$ cat config.mk
export PLATFORM = sky130hd
export DESIGN_NAME = wrr_bus_arbiter
export DESIGN_NICKNAME = d
export VERILOG_FILES = /design/src/rtl/wrr_arb_pkg.sv /design/src/rtl/wrr_arb_pick.sv /design/src/rtl/wrr_arb_run_ctr.sv /design/src/rtl/wrr_arb_slot.sv /design/src/rtl/wrr_bus_arbiter.sv
export SDC_FILE = /design/constraint.sdc
export NUM_CORES = 1
export LEC_CHECK = 0
export ABC_CLOCK_PERIOD_IN_PS = 2500
export BUFFER_PORTS_ARGS = -buffer_cell sky130_fd_sc_hd__buf_2
export CORE_UTILIZATION = 35
export DETAILED_ROUTE_END_ITERATION = 7
export PLACE_DENSITY_LB_ADDON = 0.25
export SKIP_CTS_REPAIR_TIMING = 1
export SYNTH_ARGS = -nofsm -noshare
export SYNTH_HDL_FRONTEND = slang
export SYNTH_SLANG_ARGS = --single-unit
$ cat constraint.sdc
create_clock -name clk -period 2.5 [get_ports clk]
set_input_delay 0.125 -clock clk [delete_from_list [all_inputs] [get_ports clk]]
set_output_delay 0.125 -clock clk [all_outputs]
set_load 0.005 [all_outputs]
$ cat src/rtl/wrr_arb_pkg.sv
package wrr_arb_pkg;
   typedef enum logic [1:0] {
      OWN_IDLE = 2'd0,
      OWN_DIR  = 2'd1,
      OWN_ENG  = 2'd2
   } owner_e;
endpackage

$ cat src/rtl/wrr_arb_pick.sv
// Combinational choice for the next free slot.
module wrr_arb_pick (
   input  logic dir_req,
   input  logic eng_req,
   input  logic mode_wrr,
   input  logic run_owed,
   output logic pick_dir,
   output logic pick_eng
);
   logic both;
   assign both = dir_req & eng_req;

   always_comb begin
      pick_dir = dir_req;
      pick_eng = eng_req;
      if (both) begin
         // engine owed more grants in this round takes the slot
         pick_eng = mode_wrr & run_owed;
         pick_dir = ~pick_eng;
      end
   end
endmodule

$ cat src/rtl/wrr_arb_run_ctr.sv
// Counts the engine grants still owed in the current round.
module wrr_arb_run_ctr #(
   parameter int unsigned WEIGHT_W = 4,
   parameter bit          HAS_WRR  = 1'b1
) (
   input  logic                clk,
   input  logic                rst_n,
   input  logic                both_req,
   input  logic                mode_wrr,
   input  logic                slot_free,
   input  logic                start_run,
   input  logic                eng_step,
   input  logic [WEIGHT_W-1:0] weight,
   output logic                run_owed
);
   localparam int unsigned CNT_W = WEIGHT_W + 1;

   generate
      if (HAS_WRR) begin : g_wrr
         logic [CNT_W-1:0] owed_q;

         always_ff @(posedge clk) begin
            if (!rst_n) begin
               owed_q <= '0;
            end else if (!mode_wrr || (slot_free && !both_req)) begin
               owed_q <= '0;
            end else if (start_run) begin
               owed_q <= {1'b0, weight} + CNT_W'(1);
            end else if (eng_step && owed_q != '0) begin
               owed_q <= owed_q - CNT_W'(1);
            end
         end

         assign run_owed = (owed_q != '0);
      end else begin : g_fixed
         logic unused_ok;
         assign unused_ok = &{1'b0, clk, rst_n, both_req, mode_wrr,
                              slot_free, start_run, eng_step, weight};
         assign run_owed  = 1'b0;
      end
   endgenerate
endmodule

$ cat src/rtl/wrr_arb_slot.sv
// Grant pulses and bus ownership tracking.
module wrr_arb_slot
   import wrr_arb_pkg::*;
(
   input  logic   clk,
   input  logic   rst_n,
   input  logic   issue_dir,
   input  logic   issue_eng,
   input  logic   xfer_done,
   output logic   dir_gnt,
   output logic   eng_gnt,
   output owner_e owner,
   output logic   busy
);
   always_ff @(posedge clk) begin
      if (!rst_n) begin
         dir_gnt <= 1'b0;
         eng_gnt <= 1'b0;
         owner   <= OWN_IDLE;
      end else begin
         dir_gnt <= issue_dir;
         eng_gnt <= issue_eng;
         if (issue_dir)
            owner <= OWN_DIR;
         else if (issue_eng)
            owner <= OWN_ENG;
         else if (xfer_done)
            owner <= OWN_IDLE;
      end
   end

   assign busy = (owner != OWN_IDLE);
endmodule

$ cat src/rtl/wrr_bus_arbiter.sv
module wrr_bus_arbiter
   import wrr_arb_pkg::*;
#(
   parameter int unsigned WEIGHT_W = 4,
   parameter bit          HAS_WRR  = 1'b1
) (
   input  logic                clk,
   input  logic                rst_n,
   input  logic                dir_req,
   input  logic                eng_req,
   input  logic                xfer_done,
   input  logic                mode_wrr,
   input  logic [WEIGHT_W-1:0] weight,
   output logic                dir_gnt,
   output logic                eng_gnt,
   output logic [1:0]          owner
);
   generate
      if (WEIGHT_W < 1 || WEIGHT_W > 8) begin : g_bad_weight
         $error("wrr_bus_arbiter: WEIGHT_W must be 1..8");
      end
   endgenerate

   logic   busy, run_owed, pick_dir, pick_eng;
   logic   issue_dir, issue_eng, both_req;
   owner_e owner_q;

   assign both_req  = dir_req & eng_req;
   assign issue_dir = ~busy & pick_dir;
   assign issue_eng = ~busy & pick_eng;

   wrr_arb_pick u_pick (
      .dir_req  (dir_req),
      .eng_req  (eng_req),
      .mode_wrr (mode_wrr),
      .run_owed (run_owed),
      .pick_dir (pick_dir),
      .pick_eng (pick_eng)
   );

   wrr_arb_run_ctr #(
      .WEIGHT_W (WEIGHT_W),
      .HAS_WRR  (HAS_WRR)
   ) u_run (
      .clk       (clk),
      .rst_n     (rst_n),
      .both_req  (both_req),
      .mode_wrr  (mode_wrr),
      .slot_free (~busy),
      .start_run (issue_dir & both_req),
      .eng_step  (issue_eng & both_req),
      .weight    (weight),
      .run_owed  (run_owed)
   );

   wrr_arb_slot u_slot (
      .clk       (clk),
      .rst_n     (rst_n),
      .issue_dir (issue_dir),
      .issue_eng (issue_eng),
      .xfer_done (xfer_done),
      .dir_gnt   (dir_gnt),
      .eng_gnt   (eng_gnt),
      .owner     (owner_q),
      .busy      (busy)
   );

   assign owner = owner_q;
endmodule

# After elaboration in Yosys (flattened, before gate mapping)
# Index checks and enable logic that the tools add are counted.
[totals]
wordCells = 35
ff_bits = 9
inputBits = 10
out_inout_bits = 4
[classes]
reduce_logical = 12
n_bitwise = 9
mux = 7
n_addsub = 2
[op_table]
columns = ["cell", "count"]
rows = [
  ["5-bit two-way mux", 2],
  ["1-bit bitwise AND", 6],
  ["2-bit nonzero test", 3],
  ["4-bit by 1-bit adder with 5-bit output, second input constant", 1],
  ["5-bit nonzero test", 1],
  ["5-bit by 1-bit subtractor with 5-bit output, second input constant", 1],
  ["2-bit two-way mux", 2],
  ["2-bit OR reduction", 2],
  ["1-bit two-way mux", 3],
  ["1-bit NOT", 3],
  ["3-bit nonzero test", 1],
  ["1-bit logical AND", 2],
  ["1-bit logical NOT", 2],
  ["1-bit logical OR", 1],
]

# Logic depth before layout (Yosys ltp)
# Gate-level depths: netlist of the first run.
[depth]
depth_word = 8
mapped_depth = 6
ltp_nobuf = 6

# Modules after synthesis
# Synthesis of the first run repeated with hierarchy kept, for this count alone.
[unflattened]
cells_unflattened = 61
hier_area_um2 = 526.8
[modules_own_cells]
columns = ["mod", "cells_each", "seq_area_each_um2", "instances", "area_per_inst_um2"]
rows = [
  ["wrr_arb_run_ctr", 39, 100.1, 1, 317.8],
  ["wrr_arb_slot", 12, 80.1, 1, 140.1],
  ["wrr_bus_arbiter", 6, 0.0, 1, 47.5],
  ["wrr_arb_pick", 4, 0.0, 1, 21.3],
]

# Least setup slack after synthesis of the first run
# No wires, ideal clock.
[synth_timing]
kind = "register to register"
startpoint = "reg u_run.g_wrr.owed_q[0]"
endpoint = "reg u_run.g_wrr.owed_q[0]"
setup_slack_ns = 0.958
path_stages_with_launch = 7
t_arrival_ns = 1.481
path_buffers = 0
path_cell_list = "dfxtp_1 inv_1 ha_1 or3b_4 o21ai_4 mux2i_1 o221a_1"
[synth_between]
elab_chain_len = 7
word_cells_on_any_way = 14
classes_between = "add/sub (1); mux (4); bitwise (6); reduce/logical (3)"
[synth_rtl]
columns = ["element", "line", "source"]
rows = [
  ["start: declaration", "wrr_arb_run_ctr.sv:20", "logic [CNT_W-1:0] owed_q;"],
  ["start signal: assignment", "wrr_arb_run_ctr.sv:28", "owed_q <= {1'b0, weight} + CNT_W'(1);"],
  ["start signal: assignment", "wrr_arb_run_ctr.sv:30", "owed_q <= owed_q - CNT_W'(1);"],
  ["5-bit nonzero test", "wrr_arb_run_ctr.sv:29, wrr_arb_run_ctr.sv:34", ""],
  ["1-bit bitwise AND", "wrr_arb_pick.sv:18", "pick_eng = mode_wrr & run_owed;"],
  ["1-bit two-way mux / 1-bit NOT (equally long branches)", "wrr_arb_pick.sv:16, wrr_arb_pick.sv:19", ""],
  ["1-bit bitwise AND / 1-bit two-way mux (equally long branches)", "wrr_bus_arbiter.sv:30, wrr_arb_pick.sv:16", ""],
  ["1-bit bitwise AND, on equally long branches", "wrr_bus_arbiter.sv:51, wrr_bus_arbiter.sv:29", ""],
  ["1-bit logical AND / 1-bit bitwise AND (equally long branches)", "wrr_arb_run_ctr.sv:29, wrr_bus_arbiter.sv:50", ""],
  ["2-bit nonzero test (no line) / 5-bit two-way mux (equally long branches)", "--", ""],
]
# Parallel ways exist; a longest one is shown, timed or not. The select of a mux whose other input is x is not followed.
# A chain may end at the register's enable or synchronous reset.

# Worst setup path in the final report of the first run
# Same ends and word-level chain as after synthesis.

==> run metrics, run 1 <==
TNS Setup 0 ps; max frequency 602 MHz; crit-path max FO 8; Peak VDD IR 0.378 mV; share of cells above drive strength 1 0.300; Slew @ Worst Pin 507 ps; first-pass GRT wire length 1460 µm; final setup vio count 0; EDFF count, synth 0; DIE WIDTH 39.0 µm; Syn Inst Count 53; CTS tree built; post-layout net count 83; maximum buffer depth of the clock tree 2; period utilization 0.664; Worst path depth 6; routability-driven placement congestion ratio 0.813; io pins 14; Final Worst Setup Slack 839 ps; register area share after synthesis 0.377; Crit path largest cell delay 400 ps; Initial DRT Pass Iterations 3; total of warnings raised by yosys 0; critical path arrival 1870 ps; synth cell count leaders dfxtp_1, o21ai_0, a21oi_1, inv_1, nand2_1; Hold Path End u_slot.eng_gnt; top-area cell type share of the netlist area 0.377; syn_nets 65; delay-heaviest family, CP compound AO/OA/AOI/OAI gates; Worst Hold Depth 2; FF-to-FF End u_run.g_wrr.owed_q[0]; PD cells 615 nW/µm²; Buffers on Ports 13; CP Launch Type flop; initial antenna violation count 0; Area Overhead vs Synth 23.0%; Final Max Slew Viols 0; routed vias/inst 5.10; mean area per synthesized cell 9.02 µm²; Clock Sinks 9; worst path required time 2710 ps; max_cap viols 0; r2r setup slk 840 ps; # fillers 124; die area 1520 µm²; DIE HEIGHT 39.0 µm; FF+latch area 180 µm²; WP buf/inv 1; DR vias 428; min Tclk post-route 1660 ps; Num CTS Buffers 3; Final Skew 0.926 ps; Pwr Total 362 µW; Finished Layout Cells 84; critical path endpoint category flop; Hold/Removal Path Class in -> reg; Placement Rows 12; Placement Setup Slack 848 ps; Clock transition at path regs 70 ps; Ant. Diodes 0; H-tree depth 1; Routed WL per cell 11.1 µm; static leakage 0.274 nW; placed cells 80; #FFs+latches synth 9; DRC Markers 0; worst reg-to-reg path cell count 6; status completed; Overflow after GRT 0; Distinct cells, synth 25; Post-Synthesis Cell Area 478 µm²; Multi-input gate area 283 µm²; post-route ant nets 0; vias in the first global route 362; HP Start rst_n; reg2reg start u_run.g_wrr.owed_q[0]; top-count cell post-synth dfxtp_1; CTS Root Cell clkbuf_4; routed wire length 934 µm; synth top area cells dfxtp_1, mux2i_1, ha_1; core region area 1190 µm²; Final Hold Vio Count 0; RSZ-0062 raised after global routing false; Critical Path Slowest Stage Cell or3b_4; Clk Latency, worst-skew pair 260 ps; GRT Resource Usage Total 0.151; worst-path cell chain inv_1, ha_1, or3b_4, o21ai_4, mux2i_1, o221a_1; dpl hpwl 738 µm; Rel. slew slack 0.661; Starting DRT DRC Count 6; largest net degree at the start of global routing 11; Primary FF master, synth dfxtp_1; ys async rst share 0; post-synth top area cell dfxtp_1; Starting Density 0.403; critical path type reg -> reg
-- cells in the final DEF (no fill, tap or decap) --
cell type / count
buf_2: 13
dfxtp_1: 9
o21ai_0: 5
inv_1: 4
nand2_1: 4
a21oi_1: 4
mux2i_1: 3
clkbuf_4: 3
nor2_1: 2
nand3_1: 2
a31oi_1: 2
xor2_1: 2
ha_1: 2
or3b_4: 1
o21ai_4: 1
o2111a_1: 1
a31o_2: 1
and2_1: 1
nand4_1: 1
o221a_1: 1
and3_1: 1
nor3_1: 1
xnor2_1: 1
a221oi_1: 1
or2_2: 1
nor2b_1: 1
o21a_1: 1
clkinv_2: 1
-- per-stage QoR --
| stage | cell area (µm²) | utilization | hold slack [ps] |
|---|---|---|---|
| 2_1_floorplan | 478 | - | 243 |
| 3_3_place_gp | 561 | 0.473 | 406 |
| 3_5_place_dp | 561 | 0.473 | 404 |
| 4_1_cts | 588 | 0.496 | 117 |
| 5_1_grt | 588 | 0.496 | 122 |
| 6_report | 588 | 0.496 | 126 |
-- cells by family after synthesis --
family | Yosys count | synth area share
AOI/OAI and AO/OA | 17 | 0.254
and+or+nand+nor | 15 | 0.168
DFF | 9 | 0.377
buffers and inverters | 4 | 0.0314
xor gates and xnor gates | 3 | 0.0550
muxes | 3 | 0.0628
adders and majority gates | 2 | 0.0523
-- final cells by class --
| cell class | instances | share of cell area |
|---|---|---|
| clock buffer | 3 | 0.0383 |
| clock inverter | 1 | 0.00851 |
| multi-input combinational | 40 | 0.481 |
| inverter | 4 | 0.0255 |
| sequential | 9 | 0.306 |
| timing repair buffer | 13 | 0.111 |
| tap | 14 | 0.0298 |
-- worst max path at each step --
stage	endpoint	startpoint	slack (ps)
floorplan	u_run.g_wrr.owed_q[0]	u_run.g_wrr.owed_q[0]	960
global placement	u_run.g_wrr.owed_q[0]	u_run.g_wrr.owed_q[0]	880
detailed placement	u_run.g_wrr.owed_q[0]	u_run.g_wrr.owed_q[0]	850
CTS	u_run.g_wrr.owed_q[0]	u_run.g_wrr.owed_q[0]	840
global route	u_run.g_wrr.owed_q[0]	u_run.g_wrr.owed_q[0]	740
finish	u_run.g_wrr.owed_q[0]	u_run.g_wrr.owed_q[0]	840
-- where the power goes --
group | internal (mW) | switching, mW | leakage [nW]
logic | 0.0400 | 0.0436 | 0.183
registers | 0.154 | 0.00813 | 0.0737
clock network | 0.0592 | 0.0564 | 0.0177
-- registers in the layout, summed over array words and instances (netlist names) --
signal	cells
u_run.g_wrr.owed_q	5
u_slot.dir_gnt	1
u_slot.eng_gnt	1
u_slot.owner	2
-- metal layers --
layer	vias to the layer above	global-route usage	wire [µm]
met5	-	0	0
met1	184	0.185	469
met2	15	0.217	388
li1	229	-	-
met3	0	0.0867	77
met4	0	0.0517	0
-- worst register-to-register path, stage by stage, from the launching register on --
cell and delay, ps:
dfxtp_1 330, inv_1 60, ha_1 160, or3b_4 400, o21ai_4 250, mux2i_1 230, o221a_1 180
Power figures use the tool's default switching activity.
==> inputs of run 2 (changes only) <==
ABC_AREA = 1   (was default)
ABC_CLOCK_PERIOD_IN_PS = 1600   (was 2500)
clock period = 1.6 ns   (was 2.5 ns; I/O delays follow)
==> run metrics, run 2 <==
Switch Pwr 210 µW (+94%); maximum buffer depth of the clock tree 2 (unchanged); Post-Synthesis Cell Area 589 µm² (+23%); Int Pwr 402 µW (+58%); Syn Inst Count 87 (+64%); syn_nets 99 (+52%); routability-driven placement congestion ratio 0.850 (+4.6%); xor and xnor area share after synthesis 0.0149 (-0.0401); max_cap viols 0 (unchanged); fin util 0.455 (-0.0412); GRT Resource Usage Total 0.147 (-0.00356); Placement Rows 14 (+2); Area Overhead vs Synth 18.9%; initial antenna violation count 0 (unchanged); #FFs+latches synth 9 (unchanged); Simple-Gate Fraction of Synth Area 0.348 (+0.181); Routed WL per cell 9.93 µm (-11%); Starting Density 0.382 (-0.0206); total of warnings raised by yosys 0 (unchanged); Clock Sinks 9 (unchanged); Initial DRT Pass Iterations 4 (+1); Net Sw Frac 0.343 (+0.0445); post-layout net count 117 (+41%); first-pass GRT wire length 1930 µm (+33%); Final Skew 6.70 ps (+5.77 ps); Adder-Cell Fraction of Synth Area 0.0425 (-0.00989); Synth Area in Compound Gates 0.176 (-0.0777); post-route ant nets 0 (unchanged); period utilization 0.784 (+0.120); Starting DRT DRC Count 13 (+7); Hold/Removal Path Class in -> reg; DIE HEIGHT 43.0 µm (+10%); DRC Markers 0 (unchanged); post-synth top area cell dfxtp_1; Slew @ Worst Pin 255 ps (-252 ps); max reg flops 5 (unchanged); crit-path max FO 10 (+2); Final Max Slew Viols 0 (unchanged); EDFF count, synth 0 (unchanged); Num CTS Buffers 3 (unchanged); synth top area cells dfxtp_1, nand2_1, inv_1; dpl hpwl 936 µm (+27%); die area 1850 µm² (+22%); top-count cell post-synth nand2_1; Rel. slew slack 0.830 (+0.169); Buffers on Ports 13 (unchanged); min Tclk post-route 1260 ps (-405 ps); critical path arrival 1410 ps (-460 ps); proportion of synthesized area in mux cells 0 (-0.0628); Clock power frac 0.304 (-0.015); io pins 14 (unchanged); Ant. Diodes 0 (unchanged); mean area per synthesized cell 6.77 µm² (-25%); largest net degree at the start of global routing 11 (unchanged); Overflow after GRT 0 (unchanged); register area share after synthesis 0.306 (-0.0712); TNS Setup 0 ps (unchanged); Clock transition at path regs 70 ps (about the same); largest family of logic cells by synthesized area simple AND/OR/NAND/NOR gates; core region area 1540 µm² (+30%); placed cells 116 (+45%); routed vias/inst 4.73 (-7.3%); Final Hold Vio Count 0 (unchanged); Clk Latency, worst-skew pair 270 ps (about the same); Distinct cells, synth 22 (-12%); critical path endpoint category flop; worst path required time 1750 ps (-960 ps); max frequency 797 MHz (+32%); top-area cell type share of the netlist area 0.306 (-0.0712); Largest regs u_run.g_wrr.owed_q (5), u_slot.owner (2); logic gate share of total power 0.280 (+0.049); final setup vio count 0 (unchanged); H-tree depth 1 (unchanged); CP Launch Type flop; critical path type reg -> reg; CTS tree built; CTS Root Cell clkbuf_4; share of cells above drive strength 1 0.279 (-0.0212); RSZ-0062 raised after global routing false; status completed; most common cell after layout, fill and taps aside nand2_1; DR vias 567 (+32%); most used cells in the layout excluding fill and tap cells nand2_1, inv_1, buf_2; register name with the most flops u_run.g_wrr.owed_q; Crit path largest cell delay 320 ps (-80 ps); worst-path cell chain inv_1, ha_1, nand3_2, nand2_4, a21oi_1, a21oi_1; Primary FF master, synth dfxtp_1; Critical Path Slowest Stage Cell dfxtp_1; PD cells 874 nW/µm² (+42%); vias in the first global route 463 (+28%); Reg power frac 0.416 (-0.033); static leakage 0.375 nW (+37%); DIE WIDTH 43.0 µm (+10%); routed wire length 1190 µm (+28%); Finished Layout Cells 120 (+43%); Peak VDD IR 0.480 mV (+27%); ys async rst share 0 (unchanged); synth cell count leaders nand2_1, inv_1, dfxtp_1; cell mode on critical path a21oi_1
-- run 2: cell types whose count changed in the layout (fill, tap and decap cells not counted), sizes merged, moves of 2 or more --
cell,previous run,this run
nand2,4,26
inv,4,16
a21oi,4,10
nor2,2,8
mux2i,3,0
nand3,2,5
a31oi,2,0
-- run 2: metrics by stage --
step           power, mW  setup slack (ps)  instance area, µm²  hold slack, ps
5_1_grt            0.655               230                 701             100
3_5_place_dp       0.432               376                 674             353
6_report           0.612               345                 701            63.2
2_1_floorplan      0.383               472                 589             242
4_1_cts            0.619               364                 701            60.2
3_3_place_gp       0.431               380                 674             354
-- run 2: layer usage --
layer | GRT usage | routed length (µm) | part of all wire | vias to the layer above
li1 | - | - | - | 307
met1 | 0.194 | 582 | 0.49 | 239
met2 | 0.194 | 481 | 0.40 | 16
met3 | 0.0638 | 94 | 0.079 | 5
met4 | 0.0909 | 34 | 0.029 | 0
met5 | 0 | 0 | 0 | -
-- run 2: worst paths after layout --
path                                             from               endpoint  slack (ps)  cells after the start
worst min-delay path                        xfer_done        u_slot.owner[0]          60                      4
worst max-delay path            u_run.g_wrr.owed_q[0]  u_run.g_wrr.owed_q[4]         340                      6
worst min register to register        u_slot.owner[1]        u_slot.owner[1]         510                      2
worst max register to register  u_run.g_wrr.owed_q[0]  u_run.g_wrr.owed_q[4]         340                      6
-- run 2: cell families after synthesis --
group / after synthesis
adders and majority gates: 2
and+or+nand+nor: 40
buffers and inverters: 17
xor gates and xnor gates: 1
AOI/OAI and AO/OA: 18
DFF: 9
-- run 2: worst max-delay path: cells and delay by family (launching register included) --
family	cells	cell delay, ps
fa+ha+maj	1	240
flops	1	320
buf+inv	1	80
compound gates	2	290
simple gates	2	220
-- run 2: layout make-up --
class                           count  area (µm²)
Clock buffer                        4        26.3
Timing Repair Buffer               13        65.1
Inverter                           17        66.3
Sequential cell                     9         180
Tap cell                           16        20.0
Multi-Input combinational cell     61         343
Fill cell                         159         841
-- run 2: power by group through the flow --
stage                     Sequential (mW)  Clock (mW)  Combinational, mW
after global placement              0.259           0              0.172
after global routing                0.256       0.202              0.197
after CTS                           0.254       0.192              0.173
after floorplan                     0.258           0              0.125
after detailed placement            0.260           0              0.172
final                               0.254       0.186              0.172
